==> config.mk <==
export PLATFORM = sky130hd
export DESIGN_NAME = fdp_top
export DESIGN_NICKNAME = d
export VERILOG_FILES = /design/src/rtl/fdp_pkg.sv /design/src/rtl/fdp_unpack.sv /design/src/rtl/fdp_mul.sv /design/src/rtl/fdp_align_add.sv /design/src/rtl/fdp_norm_round.sv /design/src/rtl/fdp_top.sv
export SDC_FILE = /design/constraint.sdc
export NUM_CORES = 2
export LEC_CHECK = 0
export ABC_AREA = 1
export CAP_MARGIN = 20
export CORE_MARGIN = 2
export CORE_UTILIZATION = 55
export CTS_CLUSTER_DIAMETER = 50
export DETAILED_ROUTE_END_ITERATION = 16
export PLACE_DENSITY = 0.69
export SYNTH_ARGS = -nofsm -noshare
export SYNTH_HDL_FRONTEND = slang
export SYNTH_SLANG_ARGS = --single-unit
==> constraint.sdc <==
create_clock -name clk -period 61.3 [get_ports clk]
set_clock_uncertainty 0.05 [all_clocks]
set_input_delay 12.26 -clock clk [delete_from_list [all_inputs] [get_ports clk]]
set_output_delay 12.26 -clock clk [all_outputs]
set_load 0.05 [all_outputs]
==> src/rtl/fdp_pkg.sv <==
package fdp_pkg;
    parameter int EXP_W  = 8;
    parameter int FRAC_W = 23;
    localparam int WORD_W = EXP_W + FRAC_W + 1;
    localparam int MANT_W = FRAC_W + 1;
    localparam int PROD_W = 2 * MANT_W;
    localparam int GRD_W  = 3;
    localparam int SUM_W  = PROD_W + GRD_W + 1;
    localparam int SH_W   = $clog2(SUM_W + 1);
    localparam int XE_W   = EXP_W + 4;
    localparam int BIAS   = (1 << (EXP_W - 1)) - 1;
    localparam int EMAX   = (1 << EXP_W) - 1;

    localparam logic [WORD_W-1:0] QNAN_WORD =
        {1'b0, {EXP_W{1'b1}}, 1'b1, {(FRAC_W-1){1'b0}}};

    typedef struct packed {
        logic              sgn;
        logic [EXP_W-1:0]  exp;
        logic [MANT_W-1:0] man;
        logic              zero;
        logic              inf;
        logic              nan;
    } fp_op_t;

    typedef struct packed {
        logic                   sgn;
        logic signed [XE_W-1:0] exp;
        logic [PROD_W-1:0]      man;
        logic                   zero;
    } fp_term_t;

    typedef enum logic [0:0] {
        ST_IDLE = 1'b0,
        ST_EXEC = 1'b1
    } fdp_state_e;
endpackage

==> src/rtl/fdp_unpack.sv <==
module fdp_unpack
    import fdp_pkg::*;
(
    input  logic [WORD_W-1:0] word,
    output fp_op_t            op
);
    logic [EXP_W-1:0]  e_fld;
    logic [FRAC_W-1:0] f_fld;

    always_comb begin
        e_fld   = word[WORD_W-2 -: EXP_W];
        f_fld   = word[FRAC_W-1:0];
        op.sgn  = word[WORD_W-1];
        op.exp  = e_fld;
        op.zero = (e_fld == '0);
        op.inf  = (e_fld == {EXP_W{1'b1}}) && (f_fld == '0);
        op.nan  = (e_fld == {EXP_W{1'b1}}) && (f_fld != '0);
        op.man  = op.zero ? '0 : {1'b1, f_fld};
    end
endmodule

==> src/rtl/fdp_mul.sv <==
module fdp_mul
    import fdp_pkg::*;
(
    input  fp_op_t   x,
    input  fp_op_t   y,
    output fp_term_t term,
    output logic     is_inf,
    output logic     is_nan
);
    logic                   y_unit;
    logic [PROD_W-1:0]      tree;
    logic [PROD_W-1:0]      raw;
    logic signed [XE_W-1:0] esum;

    always_comb begin
        y_unit = (y.exp == EXP_W'(BIAS)) && (y.man == {1'b1, {FRAC_W{1'b0}}});
        tree   = PROD_W'(x.man) * PROD_W'(y.man);
        raw    = y_unit ? {1'b0, x.man, {(MANT_W-1){1'b0}}} : tree;
        esum   = $signed({{(XE_W-EXP_W){1'b0}}, x.exp})
               + $signed({{(XE_W-EXP_W){1'b0}}, y.exp})
               - XE_W'(BIAS);

        is_nan = x.nan || y.nan || (x.inf && y.zero) || (x.zero && y.inf);
        is_inf = (x.inf || y.inf) && !is_nan;

        term.sgn  = x.sgn ^ y.sgn;
        term.zero = (x.zero || y.zero) && !is_nan;
        if (raw[PROD_W-1]) begin
            term.man = raw;
            term.exp = esum + XE_W'(1);
        end else begin
            term.man = raw << 1;
            term.exp = esum;
        end
    end
endmodule

==> src/rtl/fdp_align_add.sv <==
module fdp_align_add
    import fdp_pkg::*;
(
    input  fp_term_t               t0,
    input  fp_term_t               t1,
    output logic [SUM_W-1:0]       sum,
    output logic signed [XE_W-1:0] exp_big,
    output logic                   sgn_big
);
    logic                   pick1;
    fp_term_t               big;
    fp_term_t               sml;
    logic signed [XE_W-1:0] diff;
    logic [SH_W-1:0]        sh;
    logic [SUM_W-1:0]       ext_big;
    logic [SUM_W-1:0]       ext_sml;
    logic [SUM_W-1:0]       shifted;
    logic                   sticky;
    logic [SUM_W-1:0]       aligned;

    always_comb begin
        if (t0.zero)      pick1 = 1'b1;
        else if (t1.zero) pick1 = 1'b0;
        else              pick1 = (t1.exp > t0.exp) ||
                                  ((t1.exp == t0.exp) && (t1.man > t0.man));
        big = pick1 ? t1 : t0;
        sml = pick1 ? t0 : t1;

        diff = big.exp - sml.exp;
        if (diff >= XE_W'(SUM_W)) sh = SH_W'(SUM_W);
        else                      sh = diff[SH_W-1:0];

        ext_big = {1'b0, big.man, {GRD_W{1'b0}}};
        ext_sml = sml.zero ? '0 : {1'b0, sml.man, {GRD_W{1'b0}}};
        shifted = ext_sml >> sh;
        sticky  = |(ext_sml & ~({SUM_W{1'b1}} << sh));
        aligned = shifted | {{(SUM_W-1){1'b0}}, sticky};

        if (big.sgn ^ sml.sgn) sum = ext_big - aligned;
        else                   sum = ext_big + aligned;
        exp_big = big.exp;
        sgn_big = big.sgn;
    end
endmodule

==> src/rtl/fdp_norm_round.sv <==
module fdp_norm_round
    import fdp_pkg::*;
(
    input  logic [SUM_W-1:0]       sum,
    input  logic signed [XE_W-1:0] exp_big,
    input  logic                   sgn,
    output logic [WORD_W-1:0]      word,
    output logic                   inexact
);
    logic [SH_W-1:0]        lz;
    logic [SUM_W-1:0]       norm;
    logic signed [XE_W-1:0] er;
    logic signed [XE_W-1:0] er_f;
    logic [MANT_W-1:0]      kept;
    logic                   guard;
    logic                   sticky;
    logic                   rnd_up;
    logic [MANT_W:0]        rounded;
    logic [FRAC_W-1:0]      frac_f;

    function automatic logic [SH_W-1:0] count_lz(input logic [SUM_W-1:0] v);
        logic [SH_W-1:0] n;
        n = SH_W'(SUM_W);
        for (int i = 0; i < SUM_W; i++) begin
            if (v[i]) n = SH_W'(SUM_W - 1 - i);
        end
        return n;
    endfunction

    always_comb begin
        lz      = count_lz(sum);
        norm    = sum << lz;
        er      = exp_big + XE_W'(1) - XE_W'(lz);
        kept    = norm[SUM_W-1 -: MANT_W];
        guard   = norm[SUM_W-1-MANT_W];
        sticky  = |norm[SUM_W-2-MANT_W:0];
        rnd_up  = guard && (sticky || kept[0]);
        rounded = {1'b0, kept} + (MANT_W+1)'(rnd_up);
        if (rounded[MANT_W]) begin
            frac_f = rounded[FRAC_W:1];
            er_f   = er + XE_W'(1);
        end else begin
            frac_f = rounded[FRAC_W-1:0];
            er_f   = er;
        end

        if (sum == '0) begin
            word    = '0;
            inexact = 1'b0;
        end else if (er_f >= XE_W'(EMAX)) begin
            word    = {sgn, {EXP_W{1'b1}}, {FRAC_W{1'b0}}};
            inexact = 1'b1;
        end else if (er_f <= XE_W'(0)) begin
            word    = {sgn, {(WORD_W-1){1'b0}}};
            inexact = 1'b1;
        end else begin
            word    = {sgn, er_f[EXP_W-1:0], frac_f};
            inexact = guard || sticky;
        end
    end
endmodule

==> src/rtl/fdp_top.sv <==
module fdp_top
    import fdp_pkg::*;
(
    input  logic              clk,
    input  logic              rst_n,
    input  logic              in_valid,
    output logic              in_ready,
    input  logic [WORD_W-1:0] op_a,
    input  logic [WORD_W-1:0] op_b,
    input  logic [WORD_W-1:0] op_c,
    input  logic [WORD_W-1:0] op_d,
    output logic              out_valid,
    output logic [WORD_W-1:0] out_result,
    output logic              out_inexact
);
    localparam int N_OPS  = 4;
    localparam int N_PROD = N_OPS / 2;

    fdp_state_e state_q, state_d;
    logic       accept;
    logic       finish;

    logic [WORD_W-1:0] opnd_q [N_OPS];
    fp_op_t            unp    [N_OPS];
    fp_term_t          terms  [N_PROD];
    logic              t_inf  [N_PROD];
    logic              t_nan  [N_PROD];

    logic [SUM_W-1:0]       sum;
    logic signed [XE_W-1:0] exp_big;
    logic                   sgn_big;
    logic [WORD_W-1:0]      nr_word;
    logic                   nr_inexact;
    logic [WORD_W-1:0]      res_d;
    logic                   inx_d;

    // controller: state register
    always_ff @(posedge clk or negedge rst_n) begin
        if (!rst_n) state_q <= ST_IDLE;
        else        state_q <= state_d;
    end

    // controller: next state and handshake outputs
    always_comb begin
        state_d  = state_q;
        in_ready = 1'b0;
        accept   = 1'b0;
        finish   = 1'b0;
        unique case (state_q)
            ST_IDLE: begin
                in_ready = 1'b1;
                if (in_valid) begin
                    accept  = 1'b1;
                    state_d = ST_EXEC;
                end
            end
            ST_EXEC: begin
                finish  = 1'b1;
                state_d = ST_IDLE;
            end
        endcase
    end

    // operand capture on accept
    always_ff @(posedge clk or negedge rst_n) begin
        if (!rst_n) begin
            for (int i = 0; i < N_OPS; i++) opnd_q[i] <= '0;
        end else if (accept) begin
            opnd_q[0] <= op_a;
            opnd_q[1] <= op_b;
            opnd_q[2] <= op_c;
            opnd_q[3] <= op_d;
        end
    end

    generate
        for (genvar gi = 0; gi < N_OPS; gi++) begin : g_unpack
            fdp_unpack u_unpack (
                .word (opnd_q[gi]),
                .op   (unp[gi])
            );
        end
        for (genvar gp = 0; gp < N_PROD; gp++) begin : g_mul
            fdp_mul u_mul (
                .x      (unp[2*gp]),
                .y      (unp[2*gp+1]),
                .term   (terms[gp]),
                .is_inf (t_inf[gp]),
                .is_nan (t_nan[gp])
            );
        end
    endgenerate

    fdp_align_add u_align_add (
        .t0      (terms[0]),
        .t1      (terms[1]),
        .sum     (sum),
        .exp_big (exp_big),
        .sgn_big (sgn_big)
    );

    fdp_norm_round u_norm_round (
        .sum     (sum),
        .exp_big (exp_big),
        .sgn     (sgn_big),
        .word    (nr_word),
        .inexact (nr_inexact)
    );

    // special-value override ahead of the result register
    always_comb begin
        res_d = nr_word;
        inx_d = nr_inexact;
        if (t_nan[0] || t_nan[1] ||
            (t_inf[0] && t_inf[1] && (terms[0].sgn != terms[1].sgn))) begin
            res_d = QNAN_WORD;
            inx_d = 1'b0;
        end else if (t_inf[0] || t_inf[1]) begin
            res_d = {t_inf[0] ? terms[0].sgn : terms[1].sgn,
                     {EXP_W{1'b1}}, {FRAC_W{1'b0}}};
            inx_d = 1'b0;
        end
    end

    // registered result port
    always_ff @(posedge clk or negedge rst_n) begin
        if (!rst_n) begin
            out_valid   <= 1'b0;
            out_result  <= '0;
            out_inexact <= 1'b0;
        end else begin
            out_valid <= finish;
            if (finish) begin
                out_result  <= res_d;
                out_inexact <= inx_d;
            end
        end
    end
endmodule

; ---- Word-level counts from Yosys, hierarchy flattened
; Cells that the tools add are included.
[word_totals]
reg_bits = 163
[op_classes]
addsub = 13
mul = 2
magnitude_cmp = 5
n_eq_ne = 10
shift = 3
muxes = 85
n_bitwise = 7
n_reduce_logical = 55
[op_table]
columns = cell, count
row1 = 2-to-1 mux 6 bit, 33
row2 = 2-to-1 mux 62 bit, 2
row3 = 2-to-1 mux 60 bit, 2
row4 = multiplier 24 x 24 -> 48 bit, 2
row5 = 2-to-1 mux 24 bit, 4
row6 = 2-to-1 mux 32 bit, 3
row7 = 2-to-1 mux 48 bit, 2
row8 = zero test 23 bit, 4
row9 = nonzero test 23 bit, 4
row10 = 2-to-1 mux 5 bit, 16
row11 = 2-to-1 mux 31 bit, 2
row12 = adder 51 x 52 -> 52 bit, 1
row13 = bitwise AND 52 bit, 1
row14 = zero test 52 bit, 1
row15 = 2-to-1 mux 52 bit, 1
row16 = inverter 52 bit, 1
row17 = bitwise OR 52 x 1 -> 52 bit, 1
row18 = OR reduction 52 bit, 1
row19 = << shifter 52 x 6 -> 52 bit, 1
row20 = << shifter 52 x 6 -> 52 bit (first input constant), 1
row21 = right shift 52 x 6 -> 52 bit, 1
row22 = subtractor 51 x 52 -> 52 bit, 1
row23 = 2-to-1 mux 51 bit, 1
row24 = == test 24 bit (second input constant), 2
row25 = other kinds (28), 92

; ---- Depth between registers and ports, before layout
[depth]
depth_word = 86
depth_mapped = 175

; ---- Hierarchy
; From an unflattened synthesis, not the netlist that was laid out.
[unflattened]
hier_cells = 12168
area_unflattened_um2 = 75217.1
[by_module_without_submodules]
columns = mod, n_inst, cells_each, area_each_um2, seq_area_each_um2
row1 = fdp_mul at g_mul[1].u_mul, 1, 3426, 23002.1, 0.0
row2 = fdp_mul at g_mul[0].u_mul, 1, 3408, 22943.3, 0.0
row3 = fdp_align_add, 1, 3019, 15107.0, 0.0
row4 = fdp_top, 1, 720, 6438.7, 4078.9
row5 = fdp_norm_round, 1, 1223, 6014.5, 0.0
row6 = fdp_unpack, 4, 93, 427.9, 0.0

; ---- Least setup slack after synthesis
; OpenSTA, ideal clock, no wires.
[synth_timing]
path_type = register to register
start = register opnd_q[124] (netlist name)
end = register out_result[19]
arrival_ns = 20.997
required_time_ns = 61.128
slack_ns = 40.131
path_stages_with_launch = 155
n_path_buf = 11
cell_sequence = dfrtp_1 -> nor2_1 -> nand3_1 -> nor2_4 -> clkbuf_1 -> buf_1 -> nor2_1 -> nand2_1 -> nor2_1 -> fa_1 -> fa_1 -> inv_1 -> fa_1 -> inv_1 -> fa_1 -> inv_1 -> fa_1 -> inv_1 -> [... 119 more ...] -> nor2_1 -> o21ai_0 -> nand2_1 -> a21o_1 -> a21oi_1 -> xor2_1 -> xnor2_1 -> xor2_1 -> nand3_2 -> nand2_2 -> nand2_1 -> nor2_2 -> nand3_4 -> and2_4 -> buf_8 -> nand2_8 -> buf_12 -> o21ai_1
[synth_between]
elab_chain_cells = 85
[synth_lines]
columns = element, line
row1 = from (decl), fdp_top.sv:23  ; logic [WORD_W-1:0] opnd_q [N_OPS];
row2 = zero test 8 bit, fdp_unpack.sv:15  ; op.zero = (e_fld == '0);
row3 = 2-to-1 mux 24 bit, fdp_unpack.sv:18  ; op.man = op.zero ? '0 : {1'b1, f_fld};
row4 = multiplier 24 x 24 -> 48 bit, fdp_mul.sv:17  ; tree = PROD_W'(x.man) * PROD_W'(y.man);
row5 = 2-to-1 mux 48 bit, fdp_mul.sv:18  ; raw = y_unit ? {1'b0, x.man, {(MANT_W-1){1'b0}}} : tree;
row6 = 2-to-1 mux 60 bit, fdp_mul.sv:28  ; if (raw[PROD_W-1]) begin
row7 = > comparator 48 bit / == test 12 bit (equally long branches), fdp_align_add.sv:25  ; ((t1.exp == t0.exp) && (t1.man > t0.man));
row8 = logical AND 1 bit, fdp_align_add.sv:25
row9 = logical OR 1 bit, fdp_align_add.sv:24  ; else pick1 = (t1.exp > t0.exp) ||
row10 = [... 69 more ...], n/a
row11 = adder 24 x 1 -> 25 bit, fdp_norm_round.sv:38  ; rounded = {1'b0, kept} + (MANT_W+1)'(rnd_up);
row12 = 2-to-1 mux 12 bit, fdp_norm_round.sv:39  ; if (rounded[MANT_W]) begin
row13 = <= comparator 12 x 1 -> 1 bit, fdp_norm_round.sv:53  ; end else if (er_f <= XE_W'(0)) begin
row14 = 2-to-1 mux 31 bit, fdp_norm_round.sv:53
row15 = 2-to-1 mux 31 bit, fdp_norm_round.sv:50  ; end else if (er_f >= XE_W'(EMAX)) begin
row16 = 2-to-1 mux 32 bit, fdp_norm_round.sv:47  ; if (sum == '0) begin
row17 = 2-to-1 mux 32 bit, fdp_top.sv:118  ; end else if (t_inf[0] || t_inf[1]) begin
row18 = 2-to-1 mux 32 bit (*), fdp_top.sv:114  ; if (t_nan[0] || t_nan[1] ||
row19 = to (signal assigned), fdp_top.sv:134  ; out_result <= res_d;
row20 = to (decl), fdp_top.sv:13  ; output logic [WORD_W-1:0] out_result,
; Every way passes the cells marked *; elsewhere a longest branch is shown, timed or not.
; A chain may end at the register's enable or synchronous reset.

; ---- Worst setup path after layout
[layout_timing]
start = register opnd_q[93] (netlist name)
end = register out_result[0]
[layout_between]
elab_chain_cells = 86
[layout_lines]
columns = element, line
row1 = branches (longest 85 deep; another with multiplier 24 x 24 -> 48 bit), n/a
row2 = 2-to-1 mux 32 bit (*), fdp_top.sv:114
; Mark *: on every way between the ends.

==> results_dict.tcl <==
set metrics [dict create \
    synth_seq_area_share 0.0600 \
    worst-r2r-setup-slack_ns 32.58 \
    yosysTopAreaCellShare 0.285 \
    grt_max_degree 155 \
    drive_gt1_frac 0.0616 \
    number_of_nets_in_the_final_layout 11497 \
    cts_setup_buffers 0 \
    worstPathArrival_ns 29.10 \
    post_drt_via_cell_ratio 5.92 \
    synth_area_mm2 0.0680 \
    grt_antenna_before_repair 8 \
    max-cap-violations 0 \
    ctsRootBufferMaster "sky130_fd_sc_hd__clkbuf_16" \
    synth-xor-area-share 0.0167 \
    final_routed_wirelength_um 274000 \
    cp_common_cell "sky130_fd_sc_hd__nand2_1" \
    wire_length_of_the_first_global_routing_pass_um 410000 \
    relSlewSlack 0.227 \
    floorplan.io_pins 166 \
    rsz_0062_raised_after_global_routing "no" \
    critPathBufInv 26 \
    firstDrtPassIters 8 \
    layout.area.seq_mm2 0.00408 \
    via_count_of_the_first_global_routing_pass 67187 \
    total_area_of_multi_input_combinational_cells_mm2 0.0542 \
    cts_buffers 17 \
    period_needed_ns 28.72 \
    synth.net_count 11606 \
    worst_slew_pin_slew_ns 1.16 \
    ff2ff_path_depth 147 \
    dr_total_vias 68097 \
    route.antenna.remaining_nets 0 \
    rr_endpoint "out_result[0]$_DFFE_PN0P_" \
    first_iter_violations 7882 \
    drc_violations_left 0 \
    placeableCoreArea_mm2 0.123 \
    synth-compound-area-share 0.0890 \
    synth_largest_area_cell "sky130_fd_sc_hd__fa_1" \
    grt-ovfl-total 0 \
    post_cts_resize_count 0 \
    required_ns 61.69 \
    cts_max_path_buffers 2 \
    clock_sinks 163 \
    min_path_type "flip-flop to flip-flop" \
    yosys_warnings 0 \
    synth_top_flop_cell "sky130_fd_sc_hd__dfrtp_1" \
    post_synth.cell_area_avg_um2 6.83 \
    timing.hold.ws_ns 0.439 \
    report.final.hold_viol_count 0 \
    timing_max_transition_violations_final 0 \
    rows 129 \
    synthCells 9961 \
    port-buffer-count 165 \
    crit_family "simple AND/OR/NAND/NOR gates" \
    synth.cells.most_frequent "sky130_fd_sc_hd__nand2_1 (2,442), sky130_fd_sc_hd__inv_1 (1,825), sky130_fd_sc_hd__nor2_1 (1,049)" \
    post_synth_mux_area_share 0.000589 \
    final-setup-viol-count 0 \
    die_h_um 356 \
    hpwl_um 225000 \
    regToRegStartpoint "opnd_q[93]$_DFFE_PN0P_" \
    post_route_setup_tns_ns 0 \
    run_status "finished, final reports clean" \
    worstHoldStart "out_result[1]$_DFFE_PN0P_" \
    floorplan.initialDensity 0.552 \
    tritoncts "built" \
    critical_path.max_stage_delay_ns 0.81 \
    worst-path-stages 147 \
    cpMaxStageDelayCell "sky130_fd_sc_hd__nand2_2" \
    highest_fanout_seen_on_the_critical_path 74 \
    fmax_mhz 34.8 \
    post_synth_fa_ha_maj_area_fraction 0.385 \
    period_share 0.468 \
    post_synth_and_or_nand_nor_area_fraction 0.304 \
    hold_end "out_result[1]$_DFFE_PN0P_" \
    synth_cell_types 97 \
    gr-usage-all-layers 0.431 \
    synth_area_leaders "sky130_fd_sc_hd__fa_1 (28%), sky130_fd_sc_hd__nand2_1 (13%), sky130_fd_sc_hd__inv_1 (10%)" \
    syn_to_final_growth_pct 3.87 \
    setup.worst_path.class "flip-flop to flip-flop" \
    postSynth.asyncResetShare 1.00 \
    final_weighted_congestion_in_routability_driven_placement 1.08 \
    main_combinational_cell_family_by_area_after_synthesis "adder cells" \
    die_width_um 356 \
    clock_latency_ns 0.57 \
    post_synth_edffs 0 \
    utilization 0.574 \
    synth-seq-cells 163 \
    cts-hold-fix-buffers 0 \
    cts.clk_slew.worst_paths_ns 0.09 \
    holdPathStages 2 \
    clock_tree.htree_level_count 4 \
    fillers 12132 \
    post_drt_wl_per_cell_um 23.8 \
    startpoint_type "flip-flop" \
    most_common_cell_in_the_netlist "sky130_fd_sc_hd__nand2_1" \
    crit_path_end_kind "flip-flop" \
    floorplan_die_area_mm2 0.126 \
]
[cells by family after synthesis]
group	count (synthesis)
adder cells (fa/ha/maj)	1514
AO/OA/AOI/OAI	1077
buffers and inverters	2319
XOR/XNOR	120
flip-flops	163
multiplexers	4
AND/OR/NAND/NOR	4764
[worst max-delay path by stage]
stage	start	end	slack, ns
2_1_floorplan	opnd_q[124]$_DFFE_PN0P_	out_result[19]$_DFFE_PN0P_	40.13
5_1_grt	opnd_q[93]$_DFFE_PN0P_	out_result[19]$_DFFE_PN0P_	30.13
4_1_cts	opnd_q[93]$_DFFE_PN0P_	out_result[0]$_DFFE_PN0P_	33.36
3_5_place_dp	opnd_q[93]$_DFFE_PN0P_	out_result[0]$_DFFE_PN0P_	33.38
6_report	opnd_q[93]$_DFFE_PN0P_	out_result[0]$_DFFE_PN0P_	32.58
3_3_place_gp	opnd_q[93]$_DFFE_PN0P_	out_result[0]$_DFFE_PN0P_	33.64
[flip-flops by register name, indices dropped and copies added (netlist names)]
signal and cells:
out_valid 1, state_q 1, out_inexact 1, opnd_q 128, out_result 32
[through the flow]
step                      cell area (um^2)  setup WS, ns  instances
after floorplan                      68000         40.13       9961
after global placement               70000         33.64      11465
after detailed placement             70000         33.38      11465
after CTS                            70600         33.36      11497
after global routing                 70600         30.13      11502
final                                70600         32.58      11508
[placed cells by master (no fill, tap or decap), types with 15 or more instances in the layout]
cell type / count
sky130_fd_sc_hd__nand2_1: 2442
sky130_fd_sc_hd__inv_1: 1823
sky130_fd_sc_hd__nor2_1: 1032
sky130_fd_sc_hd__fa_1: 968
sky130_fd_sc_hd__nand3_1: 708
sky130_fd_sc_hd__ha_1: 546
sky130_fd_sc_hd__o21ai_0: 467
sky130_fd_sc_hd__a21oi_1: 337
sky130_fd_sc_hd__clkdlybuf4s50_1: 164
sky130_fd_sc_hd__dfrtp_1: 163
sky130_fd_sc_hd__nand2_2: 140
sky130_fd_sc_hd__nand4_1: 109
sky130_fd_sc_hd__buf_4: 100
sky130_fd_sc_hd__nand3_2: 92
sky130_fd_sc_hd__xor2_1: 79
sky130_fd_sc_hd__nor3_1: 72
sky130_fd_sc_hd__inv_2: 61
sky130_fd_sc_hd__nor2_2: 53
sky130_fd_sc_hd__a31oi_1: 39
sky130_fd_sc_hd__o21ai_1: 34
sky130_fd_sc_hd__xnor2_1: 33
sky130_fd_sc_hd__clkinv_1: 29
sky130_fd_sc_hd__or2_2: 24
sky130_fd_sc_hd__o21a_1: 22
sky130_fd_sc_hd__nor4_1: 20
sky130_fd_sc_hd__o31ai_1: 20
sky130_fd_sc_hd__o21ai_2: 19
sky130_fd_sc_hd__o21bai_1: 17
sky130_fd_sc_hd__o22ai_1: 17
sky130_fd_sc_hd__clkbuf_16: 17
sky130_fd_sc_hd__o211ai_1: 16
sky130_fd_sc_hd__nand2_4: 15
[metal layers]
layer / part of all wire / track usage
met1: 0.38 / 0.542
met2: 0.43 / 0.656
met3: 0.12 / 0.135
met4: 0.069 / 0.248
met5: 0.00020 / 0
[final cells by class]
type | count | area share
diodes | 6 | 0.000213
repair buffers | 269 | 0.0344
flip-flops and latches | 163 | 0.0577
clock inverters | 15 | 0.00269
clock buffers | 17 | 0.00602
multi-input cells | 7479 | 0.767
inverters | 1922 | 0.103
well taps | 1637 | 0.0290
[worst register-to-register path, delay by kind of cell (launching register included)]
kind | cells | cell delay (ns)
and+or+nand+nor | 60 | 9.40
buffers and inverters | 26 | 4.65
xor gates and xnor gates | 5 | 1.18
AOI/OAI and AO/OA | 42 | 7.25
adders and majority gates | 14 | 5.69
DFF | 1 | 0.42
Power is not shown: default switching activity piles up to over one toggle a cycle in this logic, so the estimate is an artifact.
